### src/rtl/pic8_pkg.sv
package pic8_pkg;

    localparam int NUM_IRQ = 8;
    localparam int DW      = 8;
    localparam int LVL_W   = $clog2(NUM_IRQ);
    localparam int BASE_W  = DW - LVL_W;

    // command byte fields
    localparam int CMD_INIT_BIT  = 4;
    localparam int CMD_RSEL_BIT  = 3;
    localparam logic [2:0] EOI_SPEC_OP = 3'b011;
    localparam logic [2:0] EOI_LOW_OP  = 3'b001;

    typedef enum logic [1:0] {
        SEQ_READY,
        SEQ_BASE,
        SEQ_CASC,
        SEQ_MODE
    } seq_state_t;

    typedef enum logic [1:0] {
        EOI_NONE,
        EOI_SPECIFIC,
        EOI_LOWEST
    } eoi_kind_t;

    typedef struct packed {
        eoi_kind_t        kind;
        logic [LVL_W-1:0] level;
    } eoi_cmd_t;

    typedef struct packed {
        logic [BASE_W-1:0] base;
        logic              auto_eoi;
        logic [DW-1:0]     casc;
    } pic_cfg_t;

    typedef struct packed {
        logic             hit;
        logic [LVL_W-1:0] idx;
    } pick_t;

    // lowest set index wins (index 0 has top priority)
    function automatic pick_t lowest_set(input logic [NUM_IRQ-1:0] v);
        pick_t p;
        p = '0;
        for (int i = NUM_IRQ - 1; i >= 0; i--) begin
            if (v[i]) begin
                p.hit = 1'b1;
                p.idx = LVL_W'(i);
            end
        end
        return p;
    endfunction

endpackage

### src/rtl/pic8_reqlatch.sv
module pic8_reqlatch #(
    parameter int N = pic8_pkg::NUM_IRQ
) (
    input  logic         clk,
    input  logic         rst,
    input  logic [N-1:0] irq_in,
    input  logic [N-1:0] ack_clr,
    output logic [N-1:0] irr
);

    for (genvar g = 0; g < N; g++) begin : g_line
        logic prev_q;
        logic req_q;

        always_ff @(posedge clk) begin
            if (rst) begin
                prev_q <= 1'b0;
                req_q  <= 1'b0;
            end else begin
                prev_q <= irq_in[g];
                // set on edge, drop when the line falls or when granted
                req_q  <= ((req_q & ~ack_clr[g]) | (irq_in[g] & ~prev_q)) & irq_in[g];
            end
        end

        assign irr[g] = req_q;
    end

endmodule

### src/rtl/pic8_resolve.sv
module pic8_resolve
    import pic8_pkg::*;
(
    input  logic [NUM_IRQ-1:0] irr,
    input  logic [NUM_IRQ-1:0] imr,
    input  logic [NUM_IRQ-1:0] isr,
    output logic               int_req,
    output pick_t              win,
    output pick_t              top
);

    logic [NUM_IRQ-1:0] eligible;

    always_comb begin
        logic run;
        run = 1'b0;
        for (int i = 0; i < NUM_IRQ; i++) begin
            run         = run | isr[i];
            eligible[i] = irr[i] & ~imr[i] & ~run;
        end
    end

    assign win     = lowest_set(eligible);
    assign top     = lowest_set(isr);
    assign int_req = win.hit;

endmodule

### src/rtl/pic8_regfile.sv
module pic8_regfile
    import pic8_pkg::*;
(
    input  logic          clk,
    input  logic          rst,
    input  logic          wr_en,
    input  logic          sel_data,
    input  logic [DW-1:0] wr_data,
    output pic_cfg_t      cfg,
    output logic [DW-1:0] imr,
    output logic          show_isr,
    output logic          init_clr,
    output eoi_cmd_t      eoi,
    output logic          seq_ready
);

    seq_state_t st_q;
    logic       want_mode_q;
    logic       single_q;
    logic       cmd_wr;
    logic       dat_wr;

    assign cmd_wr    = wr_en & ~sel_data;
    assign dat_wr    = wr_en & sel_data;
    assign init_clr  = cmd_wr & wr_data[CMD_INIT_BIT];
    assign seq_ready = (st_q == SEQ_READY);

    always_comb begin
        eoi       = '0;
        eoi.kind  = EOI_NONE;
        eoi.level = wr_data[LVL_W-1:0];
        if (cmd_wr && !wr_data[CMD_INIT_BIT] && !wr_data[CMD_RSEL_BIT]) begin
            if (wr_data[7:5] == EOI_SPEC_OP)
                eoi.kind = EOI_SPECIFIC;
            else if (wr_data[7:5] == EOI_LOW_OP)
                eoi.kind = EOI_LOWEST;
        end
    end

    always_ff @(posedge clk) begin
        if (rst) begin
            st_q        <= SEQ_READY;
            cfg         <= '0;
            imr         <= '1;
            show_isr    <= 1'b0;
            want_mode_q <= 1'b0;
            single_q    <= 1'b0;
        end else if (init_clr) begin
            st_q         <= SEQ_BASE;
            want_mode_q  <= wr_data[0];
            single_q     <= wr_data[1];
            show_isr     <= 1'b0;
            cfg.auto_eoi <= 1'b0;
        end else if (cmd_wr && wr_data[CMD_RSEL_BIT] && wr_data[1]) begin
            show_isr <= wr_data[0];
        end else if (dat_wr) begin
            unique case (st_q)
                SEQ_BASE: begin
                    cfg.base <= wr_data[DW-1:LVL_W];
                    if (!single_q)
                        st_q <= SEQ_CASC;
                    else if (want_mode_q)
                        st_q <= SEQ_MODE;
                    else
                        st_q <= SEQ_READY;
                end
                SEQ_CASC: begin
                    cfg.casc <= wr_data;
                    st_q     <= want_mode_q ? SEQ_MODE : SEQ_READY;
                end
                SEQ_MODE: begin
                    cfg.auto_eoi <= wr_data[1];
                    st_q         <= SEQ_READY;
                end
                default: imr <= wr_data;
            endcase
        end
    end

endmodule

### src/rtl/pic8_ctrl.sv
module pic8_ctrl
    import pic8_pkg::*;
(
    input  logic               clk,
    input  logic               rst,
    input  logic               sel_data,
    input  logic               wr_en,
    input  logic [DW-1:0]      wr_data,
    output logic [DW-1:0]      rd_data,
    input  logic [NUM_IRQ-1:0] irq_in,
    input  logic               slave_sel,
    output logic [DW-1:0]      cascade_map,
    output logic               int_out,
    input  logic               inta,
    output logic               vec_valid,
    output logic [DW-1:0]      vec_out
);

    pic_cfg_t           cfg;
    eoi_cmd_t           eoi;
    pick_t              win;
    pick_t              top;
    logic [NUM_IRQ-1:0] irr_q;
    logic [NUM_IRQ-1:0] imr_q;
    logic [NUM_IRQ-1:0] isr_q;
    logic [NUM_IRQ-1:0] isr_n;
    logic [NUM_IRQ-1:0] ack_clr;
    logic               show_isr;
    logic               init_clr;
    logic               seq_ready;
    logic               int_req;
    logic               grant;

    pic8_regfile u_regs (
        .clk      (clk),
        .rst      (rst),
        .wr_en    (wr_en),
        .sel_data (sel_data),
        .wr_data  (wr_data),
        .cfg      (cfg),
        .imr      (imr_q),
        .show_isr (show_isr),
        .init_clr (init_clr),
        .eoi      (eoi),
        .seq_ready(seq_ready)
    );

    pic8_reqlatch #(.N(NUM_IRQ)) u_req (
        .clk    (clk),
        .rst    (rst),
        .irq_in (irq_in),
        .ack_clr(ack_clr),
        .irr    (irr_q)
    );

    pic8_resolve u_pri (
        .irr    (irr_q),
        .imr    (imr_q),
        .isr    (isr_q),
        .int_req(int_req),
        .win    (win),
        .top    (top)
    );

    assign grant   = inta & win.hit;
    assign ack_clr = grant ? (NUM_IRQ'(1) << win.idx) : '0;
    assign int_out = int_req;

    always_comb begin
        isr_n = isr_q;
        if (eoi.kind == EOI_SPECIFIC)
            isr_n[eoi.level] = 1'b0;
        else if (eoi.kind == EOI_LOWEST && top.hit)
            isr_n[top.idx] = 1'b0;
        if (grant && !cfg.auto_eoi)
            isr_n[win.idx] = 1'b1;
        if (init_clr)
            isr_n = '0;
    end

    always_ff @(posedge clk) begin
        if (rst) begin
            isr_q     <= '0;
            vec_valid <= 1'b0;
            vec_out   <= '0;
        end else begin
            isr_q     <= isr_n;
            vec_valid <= inta;
            if (inta)
                vec_out <= {cfg.base, (win.hit ? win.idx : LVL_W'(NUM_IRQ - 1))};
        end
    end

    assign rd_data     = sel_data ? imr_q : (show_isr ? isr_q : irr_q);
    assign cascade_map = slave_sel ? {{(DW-LVL_W){1'b0}}, cfg.casc[LVL_W-1:0]} : cfg.casc;

endmodule

### config.mk
export PLATFORM = sky130hd
export DESIGN_NAME = pic8_ctrl
export DESIGN_NICKNAME = d
export VERILOG_FILES = /design/src/rtl/pic8_pkg.sv /design/src/rtl/pic8_reqlatch.sv /design/src/rtl/pic8_resolve.sv /design/src/rtl/pic8_regfile.sv /design/src/rtl/pic8_ctrl.sv
export SDC_FILE = /design/constraint.sdc
export NUM_CORES = 1
export LEC_CHECK = 0
export ABC_CLOCK_PERIOD_IN_PS = 2400
export BUFFER_PORTS_ARGS = -buffer_cell sky130_fd_sc_hd__buf_2
export CORE_ASPECT_RATIO = 1.5
export CORE_MARGIN = 2
export CORE_UTILIZATION = 40
export CTS_CLUSTER_DIAMETER = 60
export DETAILED_ROUTE_END_ITERATION = 7
export PLACE_DENSITY_LB_ADDON = 0.2
export SLEW_MARGIN = 10
export SYNTH_ARGS = -nofsm -noshare
export SYNTH_HDL_FRONTEND = slang
export SYNTH_SLANG_ARGS = --single-unit
### constraint.sdc
create_clock -name clk -period 2.4 [get_ports clk]
set_input_delay 0.12 -clock clk [delete_from_list [all_inputs] [get_ports clk]]
set_output_delay 0.12 -clock clk [all_outputs]
set_load 0.05 [all_outputs]
==> results of run 1 <==
cells in the final DEF (no fill, tap or decap), drive strengths merged, types with 5 or more instances in the layout:
cell	instances
o2111ai	5
nand2	43
nand3	11
mux2i	28
inv	10
o21ai	17
clkbuf	11
dfxtp	60
nand3b	13
nand2b	6
a21oi	11
buf	50
nor2	37
nor2b	19
through the flow:
stage	utilization (%)	instances	hold WS, ns	instance area, um2
4_1_cts	47.9	476	0.0251	3460
6_report	48.0	476	0.0273	3470
3_5_place_dp	44.9	460	0.380	3250
3_3_place_gp	44.9	460	0.366	3250
5_1_grt	48.0	476	0.0404	3470
2_1_floorplan	-	331	0.200	2970
routing by layer:
metal | wire, um | global-route usage [%] | share of wire (%) | vias up
met5 | 0 | 0 | 0 | -
met1 | 3000 | 22.1 | 42 | 1144
met4 | 296 | 11.1 | 4.2 | 0
li1 | - | - | - | 1235
met3 | 261 | 4.40 | 3.7 | 24
met2 | 3560 | 32.4 | 50 | 58
final timing paths:
check / startpoint / to
setup / recovery: isr_q[0] / int_out
hold / removal: irq_in[0] / u_req.g_line[0].prev_q
setup reg to reg: isr_q[0] / u_req.g_line[5].req_q
hold reg to reg: u_req.g_line[7].prev_q / u_req.g_line[7].req_q
sequential cells by signal, summed over array words and instances (netlist names):
signal               count
isr_q                    8
u_regs.show_isr          1
u_regs.cfg              14
vec_valid                1
u_regs.st_q              2
u_regs.want_mode_q       1
u_req.g_line.prev_q      8
u_req.g_line.req_q       8
vec_out                  8
u_regs.single_q          1
u_regs.imr               8
final cells by class:
type	instances	area [um2]	area share (%)
clock buffer	11	141	4.08
clock inverter	5	75.1	2.17
inverter	10	37.5	1.08
multi-input combinational	240	1630	46.9
sequential	60	1200	34.7
tap	100	125	3.61
timing repair buffer	50	260	7.51
power by group:
group          switching (mW)  leakage [nW]  internal, mW
clock                   0.394         0.113         0.608
sequential             0.0305         0.491          1.04
combinational           0.219         0.878         0.108
cells in the mapped netlist (3+ instances only):
cell type and instances:
ha_1 4, o21ai_1 5, a21oi_1 10, nand2b_1 5, nor2b_1 19, o2111ai_1 3, dfxtp_1 60, o21ai_0 11
nand2_1 43, nand3b_1 12, inv_1 10, nand3_1 11, clkbuf_1 8, mux2i_1 28, nor2_1 34, o221a_1 3
buf_1 5, buf_2 3, nor2_2 3, buf_4 4
logic make-up after synthesis:
family,Yosys count
DFF,60
AOI/OAI and AO/OA,59
buffers and inverters,31
muxes,28
adders and majority gates,4
and+or+nand+nor,149
worst max-delay path: cells and delay by family, from the launching register on:
family,cells,cell delay [ns]
AO/OA/AOI/OAI,1,0.14
AND/OR/NAND/NOR,3,0.98
flip-flops,1,0.40
buffers and inverters,1,0.26
repair_timing:
item,in CTS,in global routing
buffers inserted,0,0
endpoints found under the setup margin,0,1
hold buffers,0,0
gates resized for setup,0,3
==> impl_results.rst, run 1 <==
.. list-table::
   :header-rows: 1

   * - Metric
     - Value
   * - Post-synthesis compound-gate area fraction
     - 15.0%
   * - Number of antenna violations at the first check in global routing
     - 0
   * - WHS Path Cells
     - 2
   * - Input/output buffers
     - 47
   * - Nature of the critical path endpoint
     - primary output
   * - Post-Route Skew
     - 0.00772 ns
   * - Vias per Instance
     - 5.17
   * - Remaining design rule violation count
     - 0
   * - Number of top-level design ports
     - 48
   * - Main combinational cell family by area after synthesis
     - simple AND/OR/NAND/NOR gates
   * - Cell-by-cell listing of the critical path
     - or4_4 > nor3b_4 > nor2_2 > o2111ai_4 > buf_4
   * - Die area
     - 8140 um2
   * - Cell type with the highest aggregate area in the netlist
     - dfxtp_1
   * - Maximum Capacitance Violations
     - 0
   * - Clock root buffer
     - clkbuf_8
   * - Status
     - complete, no violations
   * - Initial core utilization
     - 41.1%
   * - # fillers
     - 746
   * - Min Tclk post-route
     - 2.24 ns
   * - Cell count of the worst reg-to-reg path
     - 5
   * - Cell count after synthesis
     - 331
   * - Avg Cell Area, Syn
     - 8.97 um2
   * - Cell with the largest stage delay on the worst path
     - or4_4
   * - Global-route usage over all layers
     - 19.3%
   * - Number of antenna cells inserted
     - 0
   * - Final Slew Violations
     - 0
   * - Setup TNS after final layout
     - 0 ns
   * - Share of cell area taken by muxes after synthesis
     - 9.44%
   * - Post-Synth XOR/XNOR Area
     - 0%
   * - TritonCTS clock tree
     - yes
   * - Leakage power
     - 1.48 nW
   * - Worst rel slew slack
     - 59.0%
   * - Maximum number of pins on one net before global-route repair
     - 28
   * - Critical-path maximum fanout
     - 12
   * - Die span in y
     - 110 um
   * - Total grt overflow
     - 0
   * - Unrepaired setup endpoints after global routing
     - false
   * - Drt initial violations
     - 202
   * - Number of enable-type register cells in the synthesized netlist
     - 0
   * - Critical path data required time
     - 2.28 ns
   * - Fmax
     - 446 MHz
   * - Slowest cell delay on critical path
     - 0.60 ns
   * - Kind of critical path
     - flop to primary output
   * - Worst reg2reg setup slack
     - 0.38 ns
   * - Class of the tightest hold or removal check
     - input pin to flop
   * - Via Count
     - 2461
   * - Wirelength per Cell
     - 14.9 um
   * - # setup viols final
     - 0
   * - Num CTS Buffers
     - 9
   * - Mapped Nets
     - 357
   * - Final period utilization
     - 93.3%
   * - Netlist Area Pre-Place
     - 2970 um2
   * - Slew of the pin with the lowest slew margin
     - 0.614 ns
   * - Floorplan core area
     - 7230 um2
   * - Number of clock sinks seen by CTS
     - 60
   * - Worst setup SP type
     - flop
   * - Via count of the first global-routing pass
     - 2410
   * - CTS Buffer Depth
     - 2
   * - Horizontal extent of the die
     - 74.3 um
   * - WP data arrival
     - 2.12 ns
   * - Setup ws final
     - 0.160 ns
   * - Ranking of synthesized cells by area
     - dfxtp_1 (40%), mux2i_1 (9.4%), nand2_1 (5.4%)
   * - Count of standard-cell rows
     - 38
   * - Synthesis-stage register bit count
     - 60
   * - Pre-Repair DR Iteration Count
     - 4
   * - Count of endpoints failing hold in the final timing report
     - 0
   * - Clock transition at the registers of the reported paths
     - 0.07 ns
   * - Share of flip-flops with an asynchronous set or reset
     - 0%
   * - Antenna viol nets, final
     - 0
   * - Fin nets
     - 397
   * - Detailed-placement wirelength estimate
     - 5340 um
   * - Max H-tree Level
     - 3
   * - Number of warnings reported in the yosys synthesis log
     - 0
   * - First-pass GRT wire length
     - 11700 um
   * - Peak supply drop
     - 0.506 mV
   * - Worst slack, placed
     - 0.288 ns
   * - Power after layout
     - 2.40 mW
   * - Layout cells sized above 1
     - 23.4%
   * - RD Place Congestion
     - 0.986
   * - Primary flip-flop cell chosen by synthesis mapping
     - dfxtp_1
   * - Number of unique standard cell types used by synthesis
     - 60
   * - Synthesized-area fraction occupied by adder cells
     - 1.69%
   * - Simple-gate share of the synthesized area
     - 28.7%
   * - Final wirelength
     - 7110 um
   * - Synthesis-to-finish area growth
     - 16.8%
   * - Area share of the largest cell type after synthesis
     - 40.5%
   * - Proportion of synthesized chip area in sequential cells
     - 40.5%
   * - Power Dens Cells
     - 691 nW/um2
   * - Clock latency on the worst-skew pair
     - 0.34 ns
(Power assumes the default switching activity.)
==> inputs of run 2 (changes only) <==
--- a/config.mk
+++ b/config.mk
@@ -7,13 +7,16 @@
 export LEC_CHECK = 0
 export ABC_CLOCK_PERIOD_IN_PS = 2400
 export BUFFER_PORTS_ARGS = -buffer_cell sky130_fd_sc_hd__buf_2
+export CELL_PAD_IN_SITES_DETAIL_PLACEMENT = 2
+export CELL_PAD_IN_SITES_GLOBAL_PLACEMENT = 2
 export CORE_ASPECT_RATIO = 1.5
 export CORE_MARGIN = 2
-export CORE_UTILIZATION = 40
+export CORE_UTILIZATION = 33
 export CTS_CLUSTER_DIAMETER = 60
 export DETAILED_ROUTE_END_ITERATION = 7
 export PLACE_DENSITY_LB_ADDON = 0.2
 export SLEW_MARGIN = 10
 export SYNTH_ARGS = -nofsm -noshare
 export SYNTH_HDL_FRONTEND = slang
+export SYNTH_HIERARCHICAL = 1
 export SYNTH_SLANG_ARGS = --single-unit
==> run 2 against run 1 <==
Die area up 18%. Critical path depth up 3. Via count up 11%. Critical endpoint is now isr_q[0]. Highest routed layer unchanged.
==> impl_results.rst, run 2 <==
.. list-table::
   :header-rows: 1

   * - Metric
     - Value
   * - Status
     - complete, no violations (unchanged)
   * - Drt initial violations
     - 91 (was 202)
   * - Input/output buffers
     - 47 (unchanged)
   * - Mapped Nets
     - 362 (was 357)
   * - Buffers & Inverters on Critical Path
     - 1 (unchanged)
   * - Number of warnings reported in the yosys synthesis log
     - 6 (was 0)
   * - Proportion of total power due to net switching
     - 27.2% (was 26.9%)
   * - Number of unique standard cell types used by synthesis
     - 50 (was 60)
   * - Hold path startpoint
     - irq_in[6] (was irq_in[0])
   * - Worst rel slew slack
     - 59.9% (was 59.0%)
   * - Netlist Area Pre-Place
     - 2920 um2 (was 2970 um2)
   * - Synthesis-to-finish area growth
     - 23.8% (was 16.8%)
   * - Global route hottest layer
     - met2 (unchanged)
   * - Horizontal extent of the die
     - 80.9 um (was 74.3 um)
   * - Initial core utilization
     - 33.5% (was 41.1%)
   * - Final Slew Violations
     - 0 (unchanged)
   * - Num CTS Buffers
     - 9 (unchanged)
   * - Combinational fraction of design power
     - 14.5% (was 13.7%)
   * - Number of top-level design ports
     - 48 (unchanged)
   * - Peak supply drop
     - 0.379 mV (was 0.506 mV)
   * - Vias per Instance
     - 5.42 (was 5.17)
   * - Cell with the largest stage delay on the worst path
     - or4_4 (unchanged)
   * - Power after layout
     - 2.66 mW (was 2.40 mW)
   * - CTS Buffer Depth
     - 2 (unchanged)
   * - First-pass GRT wire length
     - 16300 um (was 11700 um)
   * - Most flops, register
     - u_regs/cfg (was u_regs.cfg)
   * - Setup ws final
     - 0.0175 ns (was 0.160 ns)
   * - Power share of the clock group
     - 45.4% (was 41.8%)
   * - Kind of critical path
     - flop to flop (was flop to primary output)
   * - Floorplan core area
     - 8720 um2 (was 7230 um2)
   * - Number of enable-type register cells in the synthesized netlist
     - 0 (unchanged)
   * - Max H-tree Level
     - 3 (unchanged)
   * - Switching power summed over all nets
     - 0.724 mW (was 0.644 mW)
   * - Die area
     - 9650 um2 (was 8140 um2)
   * - Critical-path maximum fanout
     - 6 (was 12)
   * - Leakage power
     - 1.46 nW (was 1.48 nW)
   * - Count of endpoints failing hold in the final timing report
     - 0 (unchanged)
   * - Fin nets
     - 415 (was 397)
   * - WHS Path Cells
     - 2 (unchanged)
   * - Clock latency on the worst-skew pair
     - 0.33 ns (was 0.34 ns)
   * - Pre-Repair DR Iteration Count
     - 4 (unchanged)
   * - GRT met3 Usage
     - 4.47% (was 4.40%)
   * - Die span in y
     - 119 um (was 110 um)
   * - Global-route usage over all layers
     - 23.1% (was 19.3%)
   * - Remaining design rule violation count
     - 0 (unchanged)
   * - Critical path data required time
     - 2.64 ns (was 2.28 ns)
   * - Clock transition at the registers of the reported paths
     - 0.05 ns (was 0.07 ns)
   * - Launching point of the worst reg2reg path
     - isr_q[6] (was isr_q[0])
   * - Proportion of synthesized chip area in sequential cells
     - 41.1% (was 40.5%)
   * - Post-Layout Inst Area
     - 3620 um2 (was 3470 um2)
   * - Primary flip-flop cell chosen by synthesis mapping
     - dfxtp_1 (unchanged)
   * - # setup viols final
     - 0 (unchanged)
   * - Met2 Use GR
     - 41.1% (was 32.4%)
   * - Avg Cell Area, Syn
     - 8.60 um2 (was 8.97 um2)
   * - Nature of the critical path endpoint
     - flop (was primary output)
   * - Worst reg2reg setup slack
     - 0.02 ns (was 0.38 ns)
   * - Most frequent cells in the layout
     - dfxtp_1 (58), nand2_1 (53), buf_2 (47), nor2_1 (26) (was dfxtp_1 (59), buf_2 (46), nand2_1 (43), nor2_1 (34), mux2i_1 (28))
   * - Grt met1 use
     - 25.1% (was 22.1%)
   * - CP top delay family
     - simple AND/OR/NAND/NOR gates (unchanged)
   * - Antenna viol nets, final
     - 0 (unchanged)
   * - WP data arrival
     - 2.62 ns (was 2.12 ns)
   * - Min Tclk post-route
     - 2.38 ns (was 2.24 ns)
   * - Placed inst area
     - 3300 um2 (was 3250 um2)
   * - Utilization of the core after routing
     - 41.5% (was 48.0%)
   * - Maximum number of pins on one net before global-route repair
     - 27 (was 28)
   * - Top-count cell post-synth
     - dfxtp_1 (unchanged)
   * - Total grt overflow
     - 0 (unchanged)
   * - Area share of the largest cell type after synthesis
     - 41.1% (was 40.5%)
   * - Max reg flops
     - 14 (unchanged)
   * - Cell count of the worst reg-to-reg path
     - 8 (was 5)
   * - Number of logic stages on the critical path including buffering
     - 8 (was 5)
   * - Number of clock sinks seen by CTS
     - 60 (unchanged)
   * - Final period utilization
     - 99.3% (was 93.3%)
   * - Worst slack, placed
     - 0.00166 ns (was 0.288 ns)
   * - Detailed-placement wirelength estimate
     - 7780 um (was 5340 um)
   * - Slew of the pin with the lowest slew margin
     - 0.596 ns (was 0.614 ns)
   * - Clock root buffer
     - clkbuf_16 (was clkbuf_8)
   * - Capture point of the worst reg-to-reg path
     - isr_q[0] (was u_req.g_line[5].req_q)
   * - Ranking of synthesized cells by area
     - dfxtp_1 (41%), nand2_1 (6.8%), mux2i_1 (5.5%) (was dfxtp_1 (40%), mux2i_1 (9.4%), nand2_1 (5.4%))
   * - Cell Int Power
     - 1.93 mW (was 1.75 mW)
   * - Cell type with the highest aggregate area in the netlist
     - dfxtp_1 (unchanged)
   * - Worst setup SP type
     - flop (unchanged)
   * - Maximum Capacitance Violations
     - 0 (unchanged)
   * - # fillers
     - 1009 (was 746)
   * - Hold EP
     - u_req/g_line[6].prev_q (was u_req.g_line[0].prev_q)
   * - Share of flip-flops with an asynchronous set or reset
     - 0% (unchanged)
   * - Number of antenna cells inserted
     - 0 (unchanged)
   * - Number of antenna violations at the first check in global routing
     - 0 (unchanged)
   * - Cell-by-cell listing of the critical path
     - buf_4 > or3b_4 > a31oi_4 > o21ai_2 > nand4_1 > nand3b_1 > or4_4 > o32ai_2 (was or4_4 > nor3b_4 > nor2_2 > o2111ai_4 > buf_4)
   * - Worst-case hold slack
     - 0.0349 ns (was 0.0273 ns)
   * - Via count of the first global-routing pass
     - 2974 (was 2410)
   * - Layout cells sized above 1
     - 25.3% (was 23.4%)
   * - TritonCTS clock tree
     - yes (unchanged)
   * - Via Count
     - 2743 (was 2461)
   * - Most common cell after layout, fill and taps aside
     - dfxtp_1 (unchanged)
   * - RD Place Congestion
     - 0.981 (was 0.986)
   * - Share of power burned in registers
     - 40.2% (was 44.5%)
   * - Post-Route Skew
     - 0.00368 ns (was 0.00772 ns)
   * - Synthesis-stage register bit count
     - 60 (unchanged)
   * - Commonest cells post-synth
     - dfxtp_1 (60), nand2_1 (53), nor2_1 (26), nor2b_1 (21), a21oi_1 (19) (was dfxtp_1 (60), nand2_1 (43), nor2_1 (34), mux2i_1 (28), nor2b_1 (19))
   * - Power Dens Cells
     - 734 nW/um2 (was 691 nW/um2)
   * - Count of standard-cell rows
     - 42 (was 38)
   * - Fmax
     - 420 MHz (was 446 MHz)
   * - Cell count after synthesis
     - 340 (was 331)
   * - Slowest cell delay on critical path
     - 0.49 ns (was 0.60 ns)
   * - Class of the tightest hold or removal check
     - input pin to flop (unchanged)
   * - Final wirelength
     - 10500 um (was 7110 um)
   * - Wirelength per Cell
     - 20.7 um (was 14.9 um)
[run 2: worst max-delay path by stage]
stage / startpoint / end / slack [ns]
finish: isr_q[6] / isr_q[0] / 0.02
global route: isr_q[6] / isr_q[0] / -0.07
CTS: isr_q[0] / u_req/g_line[5].req_q / 0.006
detailed placement: isr_q[0] / isr_q[1] / 0.002
global placement: isr_q[6] / isr_q[1] / 0.06
floorplan: isr_q[6] / isr_q[0] / -0.19
[run 2: repair_timing]
item                       in CTS  in global routing
buffers inserted                0                  2
hold buffers                    0                  0
hold endpoints to repair        0                  0
setup endpoints to repair       1                 14
pin swaps                       0                  1
resized for setup               1                  6
[run 2: routing by layer]
layer	vias up	wire (um)
met2	70	5570
met1	1351	4110
li1	1296	-
met3	26	340
met4	0	461
met5	-	0
[run 2: cell type report]
| cell class | count | area (um2) | area share (%) |
|---|---|---|---|
| well taps | 110 | 138 | 3.80 |
| inverters | 3 | 11.3 | 0.311 |
| clock buffers | 12 | 267 | 7.36 |
| repair buffers | 68 | 393 | 10.9 |
| flip-flops and latches | 60 | 1200 | 33.3 |
| clock inverters | 2 | 10.0 | 0.277 |
| multi-input cells | 251 | 1600 | 44.1 |
[run 2: logic make-up (layout without fill, tap and decap cells)]
family          after synthesis  after routing  share of synthesized area [%]
mux                          16             16                           5.48
buf+inv                      29             85                           6.03
compound gates               72             72                           16.8
flops                        60             60                           41.1
simple gates                163            163                           30.6
[run 2: power by group through the flow]
stage | registers (mW) | logic [mW] | clock network (mW)
3_5_place_dp | 1.09 | 0.366 | 0
2_1_floorplan | 1.09 | 0.229 | 0
6_report | 1.07 | 0.384 | 1.21
4_1_cts | 1.07 | 0.371 | 1.24
5_1_grt | 1.07 | 0.412 | 1.27
3_3_place_gp | 1.08 | 0.356 | 0
[run 2: metrics by stage]
stage	setup TNS [ns]	std cells
2_1_floorplan	-1.08	340
3_3_place_gp	0	490
3_5_place_dp	0	490
4_1_cts	0	504
5_1_grt	-0.111	506
6_report	0	506
